### config.mk
export PLATFORM = sky130hd
export DESIGN_NAME = shiftadd_mult
export DESIGN_NICKNAME = d
export VERILOG_FILES = /design/src/rtl/shiftadd_pkg.sv /design/src/rtl/sam_bitcnt.sv /design/src/rtl/sam_datapath.sv /design/src/rtl/sam_ctrl.sv /design/src/rtl/shiftadd_mult.sv
export SDC_FILE = /design/constraint.sdc
export NUM_CORES = 1
export LEC_CHECK = 0
export BUFFER_PORTS_ARGS = -buffer_cell sky130_fd_sc_hd__buf_2
export CAP_MARGIN = 20
export CORE_ASPECT_RATIO = 0.75
export CORE_MARGIN = 1.5
export CORE_UTILIZATION = 36
export CTS_CLUSTER_DIAMETER = 200
export DETAILED_ROUTE_END_ITERATION = 7
export PLACE_DENSITY = 0.52
export SLEW_MARGIN = 20
export SYNTH_ARGS = -nofsm -noshare
export SYNTH_HDL_FRONTEND = slang
export SYNTH_SLANG_ARGS = --single-unit
### constraint.sdc
create_clock -name clk -period 2.3 [get_ports clk]
set_clock_uncertainty 0.05 [all_clocks]
set_input_delay 0.115 -clock clk [delete_from_list [all_inputs] [get_ports clk]]
set_output_delay 0.115 -clock clk [all_outputs]
set_load 0.03 [all_outputs]
### src/rtl/shiftadd_pkg.sv
package shiftadd_pkg;
  typedef enum logic [2:0] {
    SA_IDLE  = 3'd0,
    SA_LOAD  = 3'd1,
    SA_TEST  = 3'd2,
    SA_ADD   = 3'd3,
    SA_SHIFT = 3'd4
  } sa_state_e;
endpackage

### src/rtl/sam_bitcnt.sv
module sam_bitcnt #(
  parameter int W = 8,
  localparam int CW = $clog2(W + 1)
) (
  input  logic          clk,
  input  logic          rst_n,
  input  logic          clr,
  input  logic          inc,
  output logic [CW-1:0] cnt,
  output logic          at_last
);
  logic [CW-1:0] cnt_r;

  always_ff @(posedge clk or negedge rst_n) begin
    if (!rst_n)   cnt_r <= '0;
    else if (clr) cnt_r <= '0;
    else if (inc) cnt_r <= cnt_r + CW'(1);
  end

  // the shift performed while this is high will be the W-th one
  assign at_last = (cnt_r == CW'(W - 1));
  assign cnt     = cnt_r;
endmodule

### src/rtl/sam_datapath.sv
module sam_datapath #(
  parameter int W = 8,
  localparam int PW = 2 * W
) (
  input  logic          clk,
  input  logic          rst_n,
  input  logic          load,
  input  logic          add_en,
  input  logic          shift_en,
  input  logic [W-1:0]  mcand,
  input  logic [W-1:0]  mplier,
  output logic          q_lsb,
  output logic [PW-1:0] product
);
  logic [W-1:0] m_r;
  logic [W-1:0] a_r;
  logic [W-1:0] q_r;
  logic         c_r;

  function automatic logic [W:0] acc_sum(input logic [W-1:0] a, input logic [W-1:0] m);
    return {1'b0, a} + {1'b0, m};
  endfunction

  // {c, a, q} moved right one place; the carry position fills with 0
  function automatic logic [PW:0] caq_shift(input logic c, input logic [W-1:0] a,
                                            input logic [W-1:0] q);
    return {1'b0, c, a, q[W-1:1]};
  endfunction

  always_ff @(posedge clk or negedge rst_n) begin
    if (!rst_n) begin
      m_r <= '0;
      a_r <= '0;
      q_r <= '0;
      c_r <= 1'b0;
    end else if (load) begin
      m_r <= mcand;
      q_r <= mplier;
      a_r <= '0;
      c_r <= 1'b0;
    end else if (add_en) begin
      {c_r, a_r} <= acc_sum(a_r, m_r);
    end else if (shift_en) begin
      {c_r, a_r, q_r} <= caq_shift(c_r, a_r, q_r);
    end
  end

  assign q_lsb   = q_r[0];
  assign product = {a_r, q_r};
endmodule

### src/rtl/sam_ctrl.sv
module sam_ctrl
  import shiftadd_pkg::*;
(
  input  logic      clk,
  input  logic      rst_n,
  input  logic      start,
  input  logic      q_lsb,
  input  logic      at_last,
  output sa_state_e state,
  output logic      load,
  output logic      add_en,
  output logic      shift_en,
  output logic      done
);
  sa_state_e st_r, st_nx;
  logic      done_r;

  always_comb begin
    st_nx = st_r;
    unique case (st_r)
      SA_IDLE:  if (start) st_nx = SA_LOAD;
      SA_LOAD:  st_nx = SA_TEST;
      SA_TEST:  st_nx = q_lsb ? SA_ADD : SA_SHIFT;
      SA_ADD:   st_nx = SA_SHIFT;
      SA_SHIFT: st_nx = at_last ? SA_IDLE : SA_TEST;
      default:  st_nx = SA_IDLE;
    endcase
  end

  always_ff @(posedge clk or negedge rst_n) begin
    if (!rst_n) begin
      st_r   <= SA_IDLE;
      done_r <= 1'b0;
    end else begin
      st_r <= st_nx;
      if (st_r == SA_IDLE && start)          done_r <= 1'b0;
      else if (st_r == SA_SHIFT && at_last)  done_r <= 1'b1;
    end
  end

  assign state    = st_r;
  assign load     = (st_r == SA_LOAD);
  assign add_en   = (st_r == SA_ADD);
  assign shift_en = (st_r == SA_SHIFT);
  assign done     = done_r;
endmodule

### src/rtl/shiftadd_mult.sv
module shiftadd_mult
  import shiftadd_pkg::*;
#(
  parameter int W = 8,
  localparam int PW = 2 * W,
  localparam int CW = $clog2(W + 1)
) (
  input  logic          clk,
  input  logic          rst_n,
  input  logic          start,
  input  logic [W-1:0]  mcand,
  input  logic [W-1:0]  mplier,
  output logic [PW-1:0] product,
  output logic          done
);
  sa_state_e     st_w;
  logic          load_w;
  logic          add_w;
  logic          shift_w;
  logic          q_lsb_w;
  logic          last_w;
  logic [CW-1:0] cnt_w;

  sam_ctrl u_ctrl (
    .clk(clk), .rst_n(rst_n), .start(start), .q_lsb(q_lsb_w), .at_last(last_w),
    .state(st_w), .load(load_w), .add_en(add_w), .shift_en(shift_w), .done(done)
  );

  sam_bitcnt #(.W(W)) u_cnt (
    .clk(clk), .rst_n(rst_n), .clr(load_w), .inc(shift_w), .cnt(cnt_w), .at_last(last_w)
  );

  sam_datapath #(.W(W)) u_dp (
    .clk(clk), .rst_n(rst_n), .load(load_w), .add_en(add_w), .shift_en(shift_w),
    .mcand(mcand), .mplier(mplier), .q_lsb(q_lsb_w), .product(product)
  );
endmodule

; ---- Yosys cells after proc, flatten, opt, wreduce, memory -nomap -nowiden
; Cells that the tools add are included.
[word_totals]
output_inout_bits = 17
register_bits = 33
input_bits = 19
wordCells = 40
[classes]
addsub = 2
reduce_logical = 7
n_eq_ne = 7
n_mux = 17
[op_table]
columns = cell, count
row1 = 2-to-1 mux 8 bit, 6
row2 = one-hot mux 3 bit (5 select lines), 1
row3 = adder 8 x 8 -> 9 bit, 1
row4 = 2-to-1 mux 4 bit, 2
row5 = "equality test 3 x 2 -> 1 bit, second input constant", 2
row6 = 2-to-1 mux 3 bit, 2
row7 = 2-to-1 mux 1 bit, 5
row8 = "adder 4 x 1 -> 4 bit, second input constant", 1
row9 = "equality test 4 x 3 -> 1 bit, second input constant", 1
row10 = "!= test 2 bit, second input constant", 2
row11 = nonzero test 2 bit, 2
row12 = "equality test 3 x 1 -> 1 bit, second input constant", 1
row13 = "equality test 3 bit, second input constant", 1
row14 = logical NOT 3 bit, 1
row15 = nonzero test 3 bit, 1
row16 = logical AND 1 bit, 2
row17 = 2-to-1 mux 2 bit, 1
row18 = AND reduction 2 bit, 1

; ---- Logic depth before layout (Yosys ltp)
; Gate-level depths: netlist of the first run.
[depth]
ltp_word = 4
depth_mapped = 8
mapped_depth_nobuf = 8

; ---- Modules after synthesis
; From an unflattened synthesis of the first run, not the netlist that was laid out.
[unflattened]
cells_unflattened = 181
hier_area_um2 = 1905.6
[by_module_without_submodules]
columns = module, seq_area_each_um2, area_each_um2, cells_each, n_inst
row1 = sam_datapath, 625.6, 1482.7, 143, 1
row2 = sam_ctrl, 100.1, 222.7, 20, 1
row3 = sam_bitcnt, 100.1, 200.2, 18, 1

; ---- Worst setup path before layout of the first run
; No wires, ideal clock.
[synth_path]
path_kind = register to register
start = register u_dp.a_r[0]
end = register u_dp.a_r[6]
arrival_ns = 2.015
path_stages_with_launch = 9
required_time_ns = 2.164
setup_time_ns = 0.086
slack_ns = 0.150
path_buffers = 0
path_cell_list = dfrtp_1 -> ha_1 -> inv_1 -> fa_1 -> nor2b_4 -> o2111ai_2 -> nand3_2 -> or4b_1 -> a32oi_1
[synth_between]
elab_chain_cells = 3
[synth_lines]
columns = item, line
row1 = "start, declared", sam_datapath.sv:16  ; logic [W-1:0] a_r;
row2 = "start signal, assigned", sam_datapath.sv:42  ; {c_r, a_r} <= acc_sum(a_r, m_r);
row3 = "start signal, assigned", sam_datapath.sv:44  ; {c_r, a_r, q_r} <= caq_shift(c_r, a_r, q_r);
row4 = adder 8 x 8 -> 9 bit, sam_datapath.sv:21  ; return {1'b0, a} + {1'b0, m};
row5 = 2-to-1 mux 8 bit, sam_datapath.sv:41  ; end else if (add_en) begin
row6 = 2-to-1 mux 8 bit, sam_datapath.sv:36  ; end else if (load) begin
; No other way between the ends.
; A chain may end at the register's enable or synchronous reset.

; ---- Final worst setup path of the first run
; Ends and elaborated chain as after synthesis.

==> metrics.md, run 1 <==
| Metric | Value |
|---|---|
| CTS max path bufs | `2` |
| Synth cell types | `44` |
| Achievable clock frequency | `473 MHz` |
| Worst hold path type | `in -> reg` |
| # rows | `23` |
| Num ports | `36` |
| WP data arrival | `approximately 2300 ps` |
| Synthesized area | `2000 sq um` |
| Final Slew Violations | `0` |
| Pre-antenna DRT Iters | `4` |
| Reg clk slew, reported paths | `70 ps` |
| CTS resizes | `0` |
| Net Count, Synth | `239` |
| Maximum fanout along the worst path | `5` |
| # diodes | `0` |
| Hold wc startpoint | `start` |
| Non-Filler Instances | `333` |
| Routed len/inst | `around 15 um` |
| Initial antenna violation count | `0` |
| CP endpoint kind | `flop` |
| Vias in the first global route | `around 1700` |
| Critical path data required time | `between 2000 and 2500 ps` |
| Drt drc | `0` |
| Flops & latches, synth | `33` |
| Die Wd | `between 80 and 90 um` |
| Placed Cells incl. Taps | `about 320` |
| RSZ-0062 raised after global routing | `no` |
| Setup CP Type | `reg -> reg` |
| Biggest area consumer among synthesized cells | `dfrtp_1` |
| Final core area utilization | `around 45%` |
| DRT antenna net count | `0` |
| IO buf count | `35` |
| Worst vdd ir | `0.623 mV` |
| Status | `finished, final reports clean` |
| Crit path launch type | `flop` |
| Hold Violations, Final | `0` |
| Drt initial violations | `110` |
| Post-synth EDFFs | `0` |
| Area delta synth->final | `21.1%` |
| Die extent in y | `67.5 um` |
| CP max stage cell | `or4b_1` |
| Final period util | `around nine tenths` |
| Worst-Margin Slew | `764 ps` |
| Power per cell area | `between 1500 and 2000 nW/um^2` |
| H-Tree Level Count | `2` |
| Sequential area share after synthesis | `between 40% and 50%` |
| Crit-path cells | `ha_1, inv_1, fa_1, nor2b_4, o2111ai_2, nand3_2, or4b_1, a32oi_1` |
| Detailed-route via count | `1773` |
| Worst slew margin | `49.0%` |
| Shortest period the worst path allows | `2110 ps` |
| Final WL | `roughly 5000 um` |
| MaxCap Viol Count | `0` |
| First-pass GRT wire length | `~8400 um` |
| Post-layout nets | `roughly 290` |
| CTS tree | `done` |
| Global-route usage over all layers | `about a fifth` |
| Cells on worst reg2reg path | `8` |
| Worst r2r dst | `u_dp.a_r[6]` |
| Syn_area_per_cell | `9.50 sq um` |
| Setup-failing EPs final | `0` |
| Async set-or-reset flop fraction in the synthesized netlist | `100%` |
| Root Buffer | `clkbuf_8` |
| Count leader, synth | `dfrtp_1` |
| R2R Path Start | `u_dp.a_r[0]` |
| R2R Setup Slk | `190 ps` |
| Core area | `5350 sq um` |
| Synth cell count leaders | `dfrtp_1, nand2_1, a21oi_1` |
| P_leak | `between 1 and 1.5 nW` |
| Ys flop type | `dfrtp_1` |
| Setup TNS | `0 ps` |
| Share of the synthesized area in the top cell type | `about two fifths` |
| Die area | `6000 sq um` |
| GPL Wtd Cong | `roughly 0.73` |
| Detailed Place HPWL | `3450 um` |
| Share of cells above drive strength 1 | `between 20 and 25%` |
| Hold Path Sink | `u_ctrl.state[0]` |
| Largest net degree at the start of global routing | `34` |
| TritonCTS Sinks | `33` |
| Worst setup margin | `between 150 and 200 ps` |
| Worst stage delay on the critical path | `around 470 ps` |
| TritonCTS Buffers | `5` |
| Top post-synthesis cells by area | `dfrtp_1, ha_1, o22ai_1` |
| Synthesized instance count | `between 200 and 250` |
| Clock Latency Late Sink | `approximately 290 ps` |
| Initial Util | `between 30% and 40%` |
| Place WS | `between 200 and 250 ps` |
| Hold Path Depth | `3` |
| Number of synthesis warnings | `0` |
| Total gr overflow | `0` |
| Via density per instance | `about 5.3` |
==> power breakdown <==
group / leakage [nW] / internal, W / switching (W)
clock: 0.0395 / 0.000215 / 0.000217
combinational: 0.615 / 0.000982 / 0.00136
sequential: 0.409 / 0.000852 / 0.000335
total: 1.06 / 0.00205 / 0.00192
==> timing repair <==
action	4_1_cts	5_1_grt
buffers inserted	0	0
endpoints found under the hold margin	41	0
endpoints found under the setup margin	0	0
hold buffers	9	0
==> cell usage in the layout (no fill, tap or decap), drive strengths merged, types with 9 or more instances in the layout <==
cell type / instances
nand2: 20
dlygate4sd3: 9
o21ai: 13
nor2: 17
a21oi: 19
o22ai: 17
ha: 9
buf: 43
dfrtp: 33
==> state kept, by name, summed over array words and instances, names as in the netlist <==
name          cells
u_dp.q_r          8
u_dp.c_r          1
u_ctrl.state      3
u_ctrl.done       1
u_dp.a_r          8
u_cnt.cnt         4
u_dp.m_r          8
==> worst max path at each step <==
stage | depth (start not counted) | startpoint | endpoint | slack, ps
2_1_floorplan | 8 | u_dp.a_r[0] | u_dp.a_r[6] | 150
3_3_place_gp | 8 | u_dp.a_r[0] | u_dp.a_r[6] | 240
3_5_place_dp | 8 | u_dp.a_r[0] | u_dp.a_r[6] | 220
4_1_cts | 8 | u_dp.a_r[0] | u_dp.a_r[6] | 200
5_1_grt | 8 | u_dp.a_r[0] | u_dp.a_r[6] | 70
6_report | 8 | u_dp.a_r[0] | u_dp.a_r[6] | 190
==> final cells by class <==
| class | instances | area [sq um] |
|---|---|---|
| timing repair buffer | 52 | 325 |
| inverter | 6 | 22.5 |
| fill | 537 | 2940 |
| multi-input combinational | 159 | 1070 |
| clock buffer | 8 | 80.1 |
| tap | 75 | 93.8 |
| sequential | 33 | 826 |
==> routing by layer <==
layer | track usage (%) | up-vias | share of wire, %
li1 | - | 883 | -
met1 | 28.2 | 848 | 53
met2 | 26.2 | 35 | 41
met3 | 4.52 | 7 | 4.8
met4 | 7.31 | 0 | 1.4
met5 | 0 | - | 0
==> worst max-delay path, delay by kind of cell (launching register included) <==
family | cells | cell delay [ps]
flops | 1 | 420
compound gates | 2 | 360
simple gates | 3 | 630
buf+inv | 1 | 80
fa+ha+maj | 2 | 500
==> stage by stage <==
step                      hold WS, ps  power (W)  area [sq um]
final                            92.9    0.00397          2420
after detailed placement          194    0.00352          2250
after global placement            193    0.00352          2250
after floorplan                  -231    0.00296          2000
after CTS                        89.1    0.00399          2420
after global routing              128    0.00433          2420
==> logic make-up (layout without fill, tap and decap cells) <==
| family | Yosys count | count (layout) | share of synthesized area, % |
|---|---|---|---|
| DFF | 33 | 33 | 41.4 |
| adders and majority gates | 10 | 10 | 6.65 |
| xor gates and xnor gates | 4 | 4 | 1.76 |
| and+or+nand+nor | 54 | 54 | 12.9 |
| AOI/OAI and AO/OA | 82 | 82 | 27.4 |
| buffers and inverters | 18 | 66 | 5.02 |
| muxes | 9 | 9 | 4.95 |
(Power assumes the default switching activity.)
==> run 2: changes to the inputs <==
--- a/config.mk
+++ b/config.mk
@@ -7,7 +7,6 @@
 export LEC_CHECK = 0
 export BUFFER_PORTS_ARGS = -buffer_cell sky130_fd_sc_hd__buf_2
 export CAP_MARGIN = 20
-export CORE_ASPECT_RATIO = 0.75
 export CORE_MARGIN = 1.5
 export CORE_UTILIZATION = 36
 export CTS_CLUSTER_DIAMETER = 200
==> metrics.md, run 2 (synthesis results as in run 1) <==
| Metric | Value |
|---|---|
| CTS tree | `done` |
| Non-Filler Instances | `approximately 330` |
| Switching component of the power | `about 0.0019 W` |
| Final WL | `roughly 4800 um` |
| Post-CTS setup buffer count | `0` |
| Cells on worst reg2reg path | `8` |
| Worst r2r dst | `u_dp.a_r[6]` |
| Status | `finished, final reports clean` |
| CP max stage cell | `or4b_1` |
| MaxCap Viol Count | `0` |
| Sequential share of power | `between 20% and 30%` |
| Largest net degree at the start of global routing | `34` |
| Worst path buffer plus inverter count | `1` |
| Setup CP Type | `reg -> reg` |
| Crit-path cells | `ha_1, inv_1, fa_1, nor2b_4, o2111ai_2, nand3_2, or4b_1, a32oi_1` |
| # diodes | `0` |
| Shortest period the worst path allows | `~2100 ps` |
| Placed Cells incl. Taps | `just over 300` |
| # rows | `26` |
| Crit path launch type | `flop` |
| Cell family with most CP delay | `simple AND/OR/NAND/NOR gates` |
| Post-layout nets | `285` |
| Power per cell area | `approximately 1600 nW/um^2` |
| WP data arrival | `2270 ps` |
| CTS Hold Bufs | `9` |
| Hold Path Sink | `u_ctrl.state[0]` |
| Core area | `5240 sq um` |
| Total gr overflow | `0` |
| Reg clk slew, reported paths | `approximately 70 ps` |
| Root Buffer | `clkbuf_8` |
| Hold Path Depth | `3` |
| R2R Setup Slk | `approximately 180 ps` |
| GPL Wtd Cong | `roughly 0.80` |
| Setup-failing EPs final | `0` |
| CTS max path bufs | `2` |
| First-pass GRT wire length | `8240 um` |
| Hold wc startpoint | `start` |
| Comb power frac | `around 59%` |
| CP endpoint kind | `flop` |
| Achievable clock frequency | `roughly 470 MHz` |
| H-Tree Level Count | `2` |
| Area delta synth->final | `20.8%` |
| Worst hold path type | `in -> reg` |
| Drt initial violations | `~140` |
| Regs by FF count | `u_dp.a_r: 8 flops, u_dp.m_r: 8 flops, u_dp.q_r: 8 flops` |
| Die area | `~6000 sq um` |
| Fillers | `around 550` |
| Via density per instance | `5.39` |
| Pre-antenna DRT Iters | `4` |
| DRT antenna net count | `0` |
| Maximum fanout along the worst path | `5` |
| Worst vdd ir | `0.548 mV` |
| TritonCTS Buffers | `5` |
| Final Slew Violations | `0` |
| Most frequent cells in the layout | `buf_2, dfrtp_1, nand2_1` |
| Detailed-route via count | `about 1800` |
| Routed len/inst | `about 15 um` |
| CTS resizes | `0` |
| Detailed Place HPWL | `between 3000 and 4000 um` |
| RSZ-0062 raised after global routing | `no` |
| R2R Path Start | `u_dp.a_r[0]` |
| Initial antenna violation count | `0` |
| Worst stage delay on the critical path | `about 500 ps` |
| Final period util | `between 90 and 100%` |
| Switching part of the total | `47.8%` |
| Vias in the first global route | `around 1700` |
| Critical path data required time | `2450 ps` |
| Drt drc | `0` |
| Share of cells above drive strength 1 | `about 22%` |
| Cell depth of the worst setup path | `8` |
| Worst-Margin Slew | `around 770 ps` |
| TritonCTS Sinks | `33` |
| Num ports | `36` |
| Pint | `0.00206 W` |
| Global-route usage over all layers | `around 17%` |
| Setup TNS | `0 ps` |
| Commonest non-fill, non-tap cell in the layout | `buf_2` |
| Clock Latency Late Sink | `approximately 280 ps` |
| IO buf count | `35` |
| P_leak | `approximately 1.1 nW` |
| Worst slew margin | `approximately half` |
| Crit. Startpoint | `u_dp.a_r[0]` |
| Hold Violations, Final | `0` |
| Die extent in y | `roughly 77 um` |
| Clk pwr share | `~11%` |
| Initial Util | `between 30% and 40%` |
| Die Wd | `~77 um` |
-- run 2: final cells by class --
class / count / area (sq um) / area share (%)
multi-input combinational: 159 / 1070 / 44.4
sequential: 33 / 826 / 34.3
tap: 70 / 87.6 / 3.63
inverter: 6 / 22.5 / 0.935
clock buffer: 7 / 86.3 / 3.58
timing repair buffer: 51 / 318 / 13.2
-- run 2: power groups by stage --
stage	registers, W	logic [W]	clock network (W)
2_1_floorplan	0.00131	0.00165	0
3_3_place_gp	0.00117	0.00232	0
3_5_place_dp	0.00118	0.00233	0
4_1_cts	0.00117	0.00235	0.000461
5_1_grt	0.00122	0.00261	0.000479
6_report	0.00117	0.00233	0.000445
-- run 2: routing by layer --
| layer | vias up | wire, um | global-route usage, % |
|---|---|---|---|
| li1 | 885 | - | - |
| met1 | 839 | 2440 | 24.2 |
| met2 | 26 | 2170 | 26.1 |
| met3 | 6 | 182 | 3.76 |
| met4 | 0 | 57 | 5.45 |
| met5 | - | 0 | 0 |
-- run 2: how the worst max path moves through the flow --
| stage | to | slack (ps) |
|---|---|---|
| 2_1_floorplan | u_dp.a_r[6] | 150 |
| 3_3_place_gp | u_dp.a_r[6] | 250 |
| 3_5_place_dp | u_dp.a_r[6] | 200 |
| 4_1_cts | u_dp.a_r[6] | 170 |
| 5_1_grt | u_dp.a_r[6] | 50 |
| 6_report | u_dp.a_r[6] | 180 |
-- run 2: metrics by stage --
| stage | worst slack, ps | total power, W | area (sq um) | utilization, % | hold WS [ps] |
|---|---|---|---|---|---|
| after floorplan | 150 | 0.00296 | 2000 | - | -231 |
| after global placement | 252 | 0.00350 | 2230 | 42.6 | 195 |
| after detailed placement | 198 | 0.00351 | 2230 | 42.6 | 193 |
| after CTS | 173 | 0.00398 | 2410 | 46.0 | 95.6 |
| after global routing | 52.7 | 0.00431 | 2410 | 46.0 | 116 |
| final | 183 | 0.00394 | 2410 | 46.0 | 100 |
-- run 2: worst register-to-register path, delay by kind of cell, from the launching register on --
family                   cells  cell delay [ps]
flip-flops                   1              420
buffers and inverters        1               80
adder cells (fa/ha/maj)      2              490
AND/OR/NAND/NOR              3              650
AO/OA/AOI/OAI                2              360
